## config.mk

```make
export PLATFORM = sky130hd
export DESIGN_NAME = ltrain_seq
export DESIGN_NICKNAME = d
export VERILOG_FILES = /design/src/rtl/ltrain_pkg.sv /design/src/rtl/ltrain_cond_cnt.sv /design/src/rtl/ltrain_wait_timer.sv /design/src/rtl/ltrain_retry.sv /design/src/rtl/ltrain_seq.sv
export SDC_FILE = /design/constraint.sdc
export NUM_CORES = 1
export LEC_CHECK = 0
export BUFFER_PORTS_ARGS = -buffer_cell sky130_fd_sc_hd__buf_2
export CAP_MARGIN = 15
export CORE_ASPECT_RATIO = 0.6
export CORE_MARGIN = 3
export CORE_UTILIZATION = 30
export CTS_CLUSTER_SIZE = 16
export DETAILED_ROUTE_END_ITERATION = 7
export HOLD_SLACK_MARGIN = 0.12
export PLACE_DENSITY = 0.47
export SETUP_SLACK_MARGIN = 0.1
export SLEW_MARGIN = 5
export SYNTH_ARGS = -nofsm -noshare
export SYNTH_HDL_FRONTEND = slang
export SYNTH_HIERARCHICAL = 1
export SYNTH_SLANG_ARGS = --single-unit
```

## constraint.sdc

```tcl
create_clock -name clk -period 3.09 [get_ports clk]
set_input_delay 0.927 -clock clk [delete_from_list [all_inputs] [get_ports clk]]
set_output_delay 0.927 -clock clk [all_outputs]
set_load 0.02 [all_outputs]
```

## src/rtl/ltrain_pkg.sv

```systemverilog
package ltrain_pkg;

    typedef enum logic [2:0] {
        PH_OFF   = 3'd0,
        PH_LOCK1 = 3'd1,
        PH_LOCK2 = 3'd2,
        PH_TRN1  = 3'd3,
        PH_TRN2  = 3'd4,
        PH_DONE  = 3'd5
    } phase_e;

    typedef enum logic [2:0] {
        SET_NONE   = 3'd0,
        SET_LOCK_A = 3'd1,
        SET_LOCK_B = 3'd2,
        SET_TRN_A  = 3'd3,
        SET_TRN_B  = 3'd4
    } oset_e;

    typedef struct packed {
        logic tx_met;
        logic rx_met;
    } cond_t;

    function automatic oset_e set_of(phase_e p);
        case (p)
            PH_LOCK1: return SET_LOCK_A;
            PH_LOCK2: return SET_LOCK_B;
            PH_TRN1:  return SET_TRN_A;
            PH_TRN2:  return SET_TRN_B;
            default:  return SET_NONE;
        endcase
    endfunction

    function automatic logic is_training(phase_e p);
        return (p == PH_LOCK1) || (p == PH_LOCK2) || (p == PH_TRN1) || (p == PH_TRN2);
    endfunction

    function automatic phase_e phase_after(phase_e p);
        case (p)
            PH_LOCK1: return PH_LOCK2;
            PH_LOCK2: return PH_TRN1;
            PH_TRN1:  return PH_TRN2;
            default:  return PH_DONE;
        endcase
    endfunction

endpackage

```

## src/rtl/ltrain_cond_cnt.sv

```systemverilog
module ltrain_cond_cnt
    import ltrain_pkg::*;
#(
    parameter int TX_MIN = 4,
    parameter int RX_MIN = 2
) (
    input  logic  clk,
    input  logic  rst,
    input  logic  clr,
    input  logic  tx_done,
    input  logic  tx_abort,
    input  logic  rx_valid,
    input  logic  rx_match,
    output cond_t cond
);
    localparam int TXW = $clog2(TX_MIN + 1);
    localparam int RXW = $clog2(RX_MIN + 1);
    localparam logic [TXW-1:0] TX_LIM = TXW'(TX_MIN);
    localparam logic [RXW-1:0] RX_LIM = RXW'(RX_MIN);

    logic [TXW-1:0] tx_cnt;
    logic [RXW-1:0] rx_run;
    logic           tx_whole;

    assign tx_whole = tx_done && !tx_abort;

    always_ff @(posedge clk) begin
        if (rst || clr) begin
            tx_cnt <= '0;
        end else if (tx_whole && (tx_cnt != TX_LIM)) begin
            tx_cnt <= tx_cnt + 1'b1;
        end
    end

    always_ff @(posedge clk) begin
        if (rst || clr) begin
            rx_run <= '0;
        end else if (rx_valid) begin
            if (!rx_match)            rx_run <= '0;
            else if (rx_run != RX_LIM) rx_run <= rx_run + 1'b1;
        end
    end

    assign cond.tx_met = (tx_cnt == TX_LIM);
    assign cond.rx_met = (rx_run == RX_LIM);

    // a foreign symbol leaves no partial run behind
    assert_run_break_R2: assert property (@(posedge clk) disable iff (rst)
        (rx_valid && !rx_match && !clr) |=> (rx_run == '0));

    // an interrupted or missing set leaves the sent count untouched
    assert_abort_ignored_R3: assert property (@(posedge clk) disable iff (rst)
        (!tx_whole && !clr) |=> $stable(tx_cnt));

endmodule

```

## src/rtl/ltrain_wait_timer.sv

```systemverilog
module ltrain_wait_timer #(
    parameter int TIMEOUT = 1024
) (
    input  logic clk,
    input  logic rst,
    input  logic clr,
    input  logic run,
    output logic expired
);
    localparam int TW = $clog2(TIMEOUT + 1);
    localparam logic [TW-1:0] LIM = TW'(TIMEOUT - 1);

    logic [TW-1:0] cnt;

    always_ff @(posedge clk) begin
        if (rst || clr || !run) begin
            cnt <= '0;
        end else if (cnt != LIM) begin
            cnt <= cnt + 1'b1;
        end
    end

    assign expired = run && (cnt == LIM);

    // expiry always follows a full window of running cycles
    assert_window_R7: assert property (@(posedge clk) disable iff (rst)
        (run && !clr && !expired) |=> (cnt == $past(cnt) + 1'b1) || !run);

endmodule

```

## src/rtl/ltrain_retry.sv

```systemverilog
module ltrain_retry #(
    parameter int MAX_RETRY = 3
) (
    input  logic                              clk,
    input  logic                              rst,
    input  logic                              tmo,
    output logic                              exhausted,
    output logic                              retry_pulse,
    output logic [$clog2(MAX_RETRY+2)-1:0]    retry_cnt,
    output logic                              fail
);
    localparam int RCW = $clog2(MAX_RETRY + 2);
    localparam logic [RCW-1:0] R_LIM = RCW'(MAX_RETRY);

    assign exhausted = (retry_cnt == R_LIM);

    always_ff @(posedge clk) begin
        if (rst) begin
            retry_cnt   <= '0;
            retry_pulse <= 1'b0;
            fail        <= 1'b0;
        end else begin
            retry_pulse <= tmo && !exhausted;
            if (tmo) begin
                if (exhausted) fail <= 1'b1;
                else           retry_cnt <= retry_cnt + 1'b1;
            end
        end
    end

    assert_fail_sticky_R8: assert property (@(posedge clk) disable iff (rst)
        fail |=> fail);

    assert_count_bound_R7: assert property (@(posedge clk) disable iff (rst)
        retry_cnt <= R_LIM);

endmodule

```

## src/rtl/ltrain_seq.sv

```systemverilog
module ltrain_seq
    import ltrain_pkg::*;
#(
    parameter int TX_MIN    = 4,
    parameter int RX_MIN    = 2,
    parameter int TIMEOUT   = 1024,
    parameter int MAX_RETRY = 3
) (
    input  logic                           clk,
    input  logic                           rst,
    input  logic                           train_en,
    input  logic                           rx_valid,
    input  logic [2:0]                     rx_set,
    input  logic                           tx_done,
    input  logic                           tx_abort,
    output logic [2:0]                     tx_set,
    output logic [2:0]                     phase,
    output logic                           trained,
    output logic                           retry_pulse,
    output logic [$clog2(MAX_RETRY+2)-1:0] retry_cnt,
    output logic                           fail
);
    phase_e phase_q, phase_d;
    cond_t  cond;
    logic   in_train, adv, tmo, clr, expired, exhausted, rx_match;

    assign in_train = is_training(phase_q);
    assign rx_match = (rx_set == set_of(phase_q));
    assign adv      = train_en && in_train && cond.tx_met && cond.rx_met;
    assign tmo      = train_en && in_train && expired && !adv;

    always_comb begin
        phase_d = phase_q;
        if (!train_en) begin
            phase_d = PH_OFF;
        end else if (phase_q == PH_OFF) begin
            if (!fail) phase_d = PH_LOCK1;
        end else if (adv) begin
            phase_d = phase_after(phase_q);
        end else if (tmo) begin
            phase_d = exhausted ? PH_OFF : PH_LOCK1;
        end
    end

    assign clr = !in_train || tmo || (phase_d != phase_q);

    always_ff @(posedge clk) begin
        if (rst) phase_q <= PH_OFF;
        else     phase_q <= phase_d;
    end

    ltrain_cond_cnt #(.TX_MIN(TX_MIN), .RX_MIN(RX_MIN)) u_cond (
        .clk(clk), .rst(rst), .clr(clr),
        .tx_done(tx_done), .tx_abort(tx_abort),
        .rx_valid(rx_valid), .rx_match(rx_match),
        .cond(cond)
    );

    ltrain_wait_timer #(.TIMEOUT(TIMEOUT)) u_timer (
        .clk(clk), .rst(rst), .clr(clr), .run(in_train), .expired(expired)
    );

    ltrain_retry #(.MAX_RETRY(MAX_RETRY)) u_retry (
        .clk(clk), .rst(rst), .tmo(tmo), .exhausted(exhausted),
        .retry_pulse(retry_pulse), .retry_cnt(retry_cnt), .fail(fail)
    );

    assign tx_set  = set_of(phase_q);
    assign phase   = phase_q;
    assign trained = (phase_q == PH_DONE);

    // one count alone never moves the phase forward
    assert_hold_single_R1: assert property (@(posedge clk) disable iff (rst)
        (train_en && in_train && !(cond.tx_met && cond.rx_met))
        |=> (phase == $past(phase)) || (phase_q == PH_LOCK1) || (phase_q == PH_OFF));

    // training phases only step forward by one, restart, or leave
    assert_step_order_R4: assert property (@(posedge clk) disable iff (rst)
        (in_train && train_en)
        |=> (phase == $past(phase)) || (phase == $past(phase) + 3'd1)
            || (phase_q == PH_LOCK1) || (phase_q == PH_OFF));

    assert_done_quiet_R5: assert property (@(posedge clk) disable iff (rst)
        trained |-> (tx_set == 3'd0));

    assert_retry_restart_R7: assert property (@(posedge clk) disable iff (rst)
        retry_pulse |-> (phase_q == PH_LOCK1) && (retry_cnt != '0));

    assert_fail_parked_R8: assert property (@(posedge clk) disable iff (rst)
        fail |-> (phase_q == PH_OFF));

    assert_leave_off_R9: assert property (@(posedge clk) disable iff (rst)
        !train_en |=> (phase_q == PH_OFF));

endmodule

```

---- Word level (Yosys, flattened, before mapping) ----
Index checks and enable logic that the tools add are counted.
cells by class
  equality and inequality tests ........... 15
  multiplexer cells ....................... 10
  $add $sub $neg .......................... 4
  bitwise gates (word level) .............. 1
  reduce and logical (&&, ||, !) cells .... 24
operators with widths
  operator                                                           count
  3-bit two-way mux                                                  5
  3-bit case mux with 4 select lines                                 1
  11-bit by 1-bit adder with 11-bit output, second input constant    1
  11-bit by 10-bit == test with 1-bit output, second input constant  1
  11-bit by 10-bit != test with 1-bit output, second input constant  1
  3-bit by 2-bit == test with 1-bit output, second input constant    3
  3-bit == test, second input constant                               3
  1-bit logical AND                                                  9
  3-bit case mux with 3 select lines                                 1
  1-bit logical OR                                                   7
  3-bit by 1-bit adder with 3-bit output, second input constant      2
  2-bit AND reduction                                                3
  1-bit zero test                                                    4
  2-bit two-way mux                                                  2
  2-bit != test, second input constant                               2
  3-bit by 1-bit == test with 1-bit output, second input constant    1
  3-bit == test                                                      1
  3-bit zero test                                                    1
  3-bit != test                                                      1
  3-bit != test, second input constant                               1
  2-bit by 1-bit adder with 2-bit output, second input constant      1
  2-bit == test, second input constant                               1
  1-bit two-way mux                                                  1
  1-bit NOT                                                          1
storage, ports and cells
  output and inout port bits .............. 12
  input bits .............................. 9
  logic and storage cells ................. 61
  register bits ........................... 24

---- Longest topological paths before layout ----
  depth in word-level cells ............... 17
  depth in mapped cells ................... 12

---- By module ----
Netlist, hierarchy kept.
by module, submodules not included
  module             instances  area an instance (um^2)  cells an instance  seq. area each (um^2)
  ltrain_wait_timer  1          534.3                    60                 220.2
  ltrain_seq         1          400.4                    57                 60.1
  ltrain_cond_cnt    1          289.0                    33                 100.1
  ltrain_retry       1          225.2                    20                 100.1

---- Worst setup path before layout ----
OpenSTA, ideal clock, no wires.
  path type ............................... flip-flop to flip-flop
  from .................................... register u_timer.cnt[0]
  to ...................................... register u_timer.cnt[2]
  stages on the path, launching flop included .. 13
  arrival time ............................ 2.693 ns
  slack ................................... 0.272 ns
  clock period less this slack ............ 2.818 ns
  cells stage by stage .................... dfxtp_1 -> ha_1 -> nand3_2 -> nor4_4 -> and2_2 -> a21boi_0 -> nand4_1 -> and4_4 -> o221ai_1 -> nor2_1 -> and2_1 -> o211ai_1 -> o31ai_1
between the ends
  longest elaborated chain between the ends .. 12
  elaborated cells on any way between the ends .. 15
  classes of those cells .................. 1 x add/sub; 3 x eq/ne; 4 x mux; 7 x reduce/logical
RTL lines
  what                                            line                     source
  start, declared                                 ltrain_wait_timer.sv:13  logic [TW-1:0] cnt;
  start signal, assigned                          ltrain_wait_timer.sv:19  cnt <= cnt + 1'b1;
  11-bit by 10-bit == test with 1-bit output (*)  ltrain_wait_timer.sv:23  assign expired = run && (cnt == LIM);
  1-bit logical AND (*)                           ltrain_wait_timer.sv:23
  via expired                                     ltrain_seq.sv:25         logic in_train, adv, tmo, clr, expired, exhausted, rx_match;
  1-bit logical AND (*) (2 in series)             ltrain_seq.sv:30         assign tmo = train_en && in_train && expired && !adv;
  3-bit two-way mux                               ltrain_seq.sv:40         end else if (tmo) begin
  3-bit two-way mux                               ltrain_seq.sv:38         end else if (adv) begin
  3-bit two-way mux                               ltrain_seq.sv:36         end else if (phase_q == PH_OFF) begin
  3-bit two-way mux                               ltrain_seq.sv:34         if (!train_en) begin
  3-bit != test                                   ltrain_seq.sv:45         assign clr = !in_train || tmo || (phase_d != phase_q);
  1-bit logical OR (*)                            ltrain_seq.sv:45
  via clr                                         ltrain_seq.sv:25
  1-bit logical OR (*) (2 in series)              ltrain_wait_timer.sv:16  if (rst || clr || !run) begin
Mark *: on every way through the listed nets, which the timed path passes. The rest lies on a longest branch.
A chain may end at the register's enable or synchronous reset.

---- Final worst setup path ----
  from .................................... register u_timer.cnt[6]
  to ...................................... register u_timer.cnt[2]
Same word-level chain as after synthesis.

==> tab_implementation.tex <==
\begin{tabular}{lr}
\hline
Metric & Value \\
\hline
\multicolumn{2}{l}{\textbf{Power}} \\
Max IR drop VDD & 0.000163 V \\
Post-route total power & roughly 0.63 mW \\
Static leakage & 0.686 nW \\
Power per unit of standard cell area & 363 nW/um2 \\
\multicolumn{2}{l}{\textbf{Clock network}} \\
Number of clock sinks & 24 \\
Buffers from clock root to sink, at most & 2 \\
Worst-path clk slew & about 80 ps \\
Count of hold-fix buffers inserted at cts & 0 \\
Clock root buffer & clkbuf\_8 \\
H-tree depth & 1 \\
Clock tree from TritonCTS & done \\
TritonCTS Buffers & 3 \\
Number of setup buffers added after CTS & 0 \\
Clock network latency to the later pin of the worst-skew pair & $\sim$270 ps \\
\multicolumn{2}{l}{\textbf{Worst setup path}} \\
FF-to-FF setup slack & between 300 and 400 ps \\
Max FO, Critical Path & 6 \\
Required time at the endpoint of the critical path & $\sim$3200 ps \\
End of the worst register-to-register path & u\_timer/cnt[2]\$\_SDFFE\_PP0P\_ \\
Data arrival, critical path & $\sim$2900 ps \\
Kind of start point of the critical path & register \\
Start-to-end type of the worst setup path & register to register \\
Kind of end point of the critical path & register \\
Launch point of the worst reg-to-reg path & u\_timer/cnt[6]\$\_SDFFE\_PP0P\_ \\
Count of cells along the worst register-to-register path & 11 \\
\multicolumn{2}{l}{\textbf{Floorplanning}} \\
Starting density of the core & between 30\% and 40\% \\
Count of boundary I/O pins & 21 \\
Placement Rows & 18 \\
Die W & 95.7 um \\
Area of the die & between 5000 and 6000 um2 \\
Core region area & $\sim$4400 um2 \\
Die Height & approximately 60 um \\
\multicolumn{2}{l}{\textbf{Final layout}} \\
ANT cells & 0 \\
Area added between synthesis and finish & 20.3\% \\
Utilization after layout & $\sim$40\% \\
Number of nets at the end of the flow & approximately 210 \\
Number of cells in the finished layout apart from fillers & between 200 and 300 \\
Number of filler cells placed in the layout & between 400 and 500 \\
Post-route cell area & between 1500 and 2000 um2 \\
Fraction of final layout cells with drive strength greater than 1 & 26.0\% \\
\multicolumn{2}{l}{\textbf{Global routing}} \\
Met1 layer usage reported by global route & between 20\% and 30\% \\
Number of global-route vias before repair & around 1200 \\
GR Util met3 & 3.77\% \\
Most used routing layer in global routing & met1 \\
GRT Util Overall & 13.2\% \\
Antenna violations before repair & 0 \\
GRT overflow & 0 \\
Wire length of the first global-routing pass & $\sim$6 mm \\
Largest net degree at the start of global routing & 15 \\
Fraction of met2 tracks used by global routing & 18.7\% \\
\multicolumn{2}{l}{\textbf{Timing}} \\
Setup Skew & around 3.8 ps \\
Fin Hold WS & 479 ps \\
Transition time at the pin with the least slew margin & around 360 ps \\
Slew Viols, Final & 0 \\
Period utilization & between 80\% and 90\% \\
Setup repair after global routing missed its margin & no \\
Highest clock rate & roughly 370 MHz \\
Time the final worst path needs with I/O delays and setup & 2700 ps \\
Final setup violation count & 0 \\
Setup slack after layout & between 300 and 400 ps \\
Slew HR & between 70\% and 80\% \\
Setup TNS Final & 0 ps \\
Final-report hold violation count & 0 \\
\multicolumn{2}{l}{\textbf{Drt}} \\
Aggregate routed wire length & 3.60 mm \\
Mean routed wirelength per cell & $\sim$14 um \\
Total DRC errors in the routed layout & 0 \\
DRT antenna net count & 0 \\
Via count & approximately 1300 \\
Number of DRC markers after the initial detailed-route iteration & slightly above 70 \\
First-pass detailed-route iteration total & 4 \\
Via density per instance & 5.26 \\
\multicolumn{2}{l}{\textbf{Flow run}} \\
Max-cap viol count & 0 \\
\multicolumn{2}{l}{\textbf{Worst hold path}} \\
Hold path depth & 2 \\
Min-delay src & u\_timer/cnt[10]\$\_SDFFE\_PP0P\_ \\
Min-Delay Path Class & register to register \\
Hold-critical path endpoint & u\_timer/cnt[10]\$\_SDFFE\_PP0P\_ \\
\multicolumn{2}{l}{\textbf{Placement}} \\
Buffers added on ports & 20 \\
Instance area after placement & 1650 um2 \\
Worst-case setup slack after placement & a little over 70 ps \\
\# placed instances & around 250 \\
Detailed placer's ending HPWL & about 2.8 mm \\
Gpl congestion & between 0.8 and 0.9 \\
\multicolumn{2}{l}{\textbf{Logic synthesis}} \\
Share of synthesized flip-flops with an asynchronous set or reset & 0\% \\
Mapped Cells & 170 \\
Number of register bits inferred by synthesis & 24 \\
Count of cell types in the netlist & $\sim$50 \\
Number of synthesized flops with an enable pin & 0 \\
Main flop type after synthesis & dfxtp\_1 \\
Avg Inst Size Synth & 8.52 um2 \\
YS warnings & 6 \\
Sequential-to-total area share from yosys stat & between 30\% and 40\% \\
Synthesized netlist net count & approximately 190 \\
Post-synthesis instance area & around 1400 um2 \\
\multicolumn{2}{l}{\textbf{Outcome}} \\
Outcome & completed \\
\hline
\end{tabular}
[cell usage in the layout, fill, tap and decap left out, types with 4 or more instances in the layout]
cell type   n
o31ai_1     5
nor2b_1     5
buf_2      20
nor3_1      6
ha_1        5
o21ai_0    13
nor2_1     15
inv_1       9
a21oi_1    10
dfxtp_1    23
nand4_1     4
buf_4       5
nand3_1     5
nand2_1     8
[cells in the mapped netlist (2+ instances only)]
| cell | n | area (um2) |
|---|---|---|
| nand2_1 | 9 | 33.8 |
| and4b_1 | 3 | 30.0 |
| nand3_1 | 5 | 25.0 |
| o211ai_1 | 2 | 15.0 |
| a21oi_1 | 10 | 50.1 |
| nor2_1 | 15 | 56.3 |
| dfxtp_1 | 24 | 480 |
| o21a_1 | 3 | 22.5 |
| o31ai_1 | 5 | 37.5 |
| a21boi_0 | 4 | 30.0 |
| a22oi_1 | 2 | 15.0 |
| inv_1 | 9 | 33.8 |
| a31oi_1 | 3 | 18.8 |
| nand4_1 | 4 | 25.0 |
| nand3_2 | 2 | 20.0 |
| and3_1 | 3 | 18.8 |
| and2_1 | 2 | 12.5 |
| mux2i_1 | 2 | 20.0 |
| nand2b_1 | 2 | 12.5 |
| buf_2 | 3 | 15.0 |
| xor2_1 | 2 | 17.5 |
| nor3_1 | 6 | 30.0 |
| nor2b_1 | 5 | 31.3 |
| o21ai_0 | 13 | 65.1 |
| ha_1 | 6 | 75.1 |
[kinds of logic (layout without fill, tap and decap cells)]
family,Yosys count,count (layout),synth area share (%)
adder cells (fa/ha/maj),6,6,5.18
multiplexers,3,3,2.42
buffers and inverters,12,38,3.37
AO/OA/AOI/OAI,49,49,21.9
AND/OR/NAND/NOR,73,73,32.1
flip-flops,24,24,33.2
XOR/XNOR,3,3,1.81
[layout make-up]
class                   count  area [um2]  share of cell area [%]
inverters                   9        33.8                    1.94
multi-input cells         134         943                    54.1
flip-flops and latches     24         482                    27.6
repair buffers             25         138                    7.90
clock buffers               3        41.3                    2.37
clock inverters             1        30.0                    1.72
well taps                  60        75.1                    4.31
[state kept, by name, summed over array words and instances, names as in the netlist]
name / count
u_timer/cnt: 11
phase: 3
u_cond/tx_cnt: 3
u_retry/retry_cnt: 3
u_cond/rx_run: 2
u_retry/fail: 1
u_retry/retry_pulse: 1
[critical path, stage by stage (launching register included)]
cell	delay [ps]
dfxtp_1	450
nand3_1	190
nor4_4	320
and2_2	200
a21boi_2	210
nand4_1	190
and4_4	250
o221ai_2	250
nor2_1	110
and2_2	230
o211ai_1	90
o31ai_1	90
[metal layers]
| layer | vias to the layer above | routed length, um | part of all wire (%) |
|---|---|---|---|
| li1 | 686 | - | - |
| met1 | 609 | 1980 | 55 |
| met2 | 50 | 1370 | 38 |
| met3 | 2 | 240 | 6.7 |
| met4 | 0 | 16 | 0.44 |
| met5 | - | 0 | 0 |
[repair_timing]
action,4_1_cts,5_1_grt
gates resized for setup,1,7
setup endpoints to repair,2,15
pin swaps,0,1
[report_power, final]
group / total [mW] / switching, mW / internal (mW)
registers: 0.312 / 0.00211 / 0.310
clock network: 0.276 / 0.102 / 0.173
logic: 0.0446 / 0.0262 / 0.0183
[worst max-delay path by stage]
stage | start | to | slack, ps | cells after the start
6_report | u_timer/cnt[6]$_SDFFE_PP0P_ | u_timer/cnt[2]$_SDFFE_PP0P_ | 390 | 11
5_1_grt | u_timer/cnt[1]$_SDFFE_PP0P_ | u_timer/cnt[6]$_SDFFE_PP0P_ | 150 | 12
4_1_cts | u_timer/cnt[0]$_SDFFE_PP0P_ | u_timer/cnt[2]$_SDFFE_PP0P_ | 160 | 11
3_5_place_dp | u_timer/cnt[0]$_SDFFE_PP0P_ | u_timer/cnt[2]$_SDFFE_PP0P_ | 70 | 11
3_3_place_gp | u_timer/cnt[0]$_SDFFE_PP0P_ | u_timer/cnt[5]$_SDFFE_PP0P_ | 300 | 11
2_1_floorplan | u_timer/cnt[0]$_SDFFE_PP0P_ | u_timer/cnt[2]$_SDFFE_PP0P_ | 270 | 12
Power figures use the tool's default switching activity.
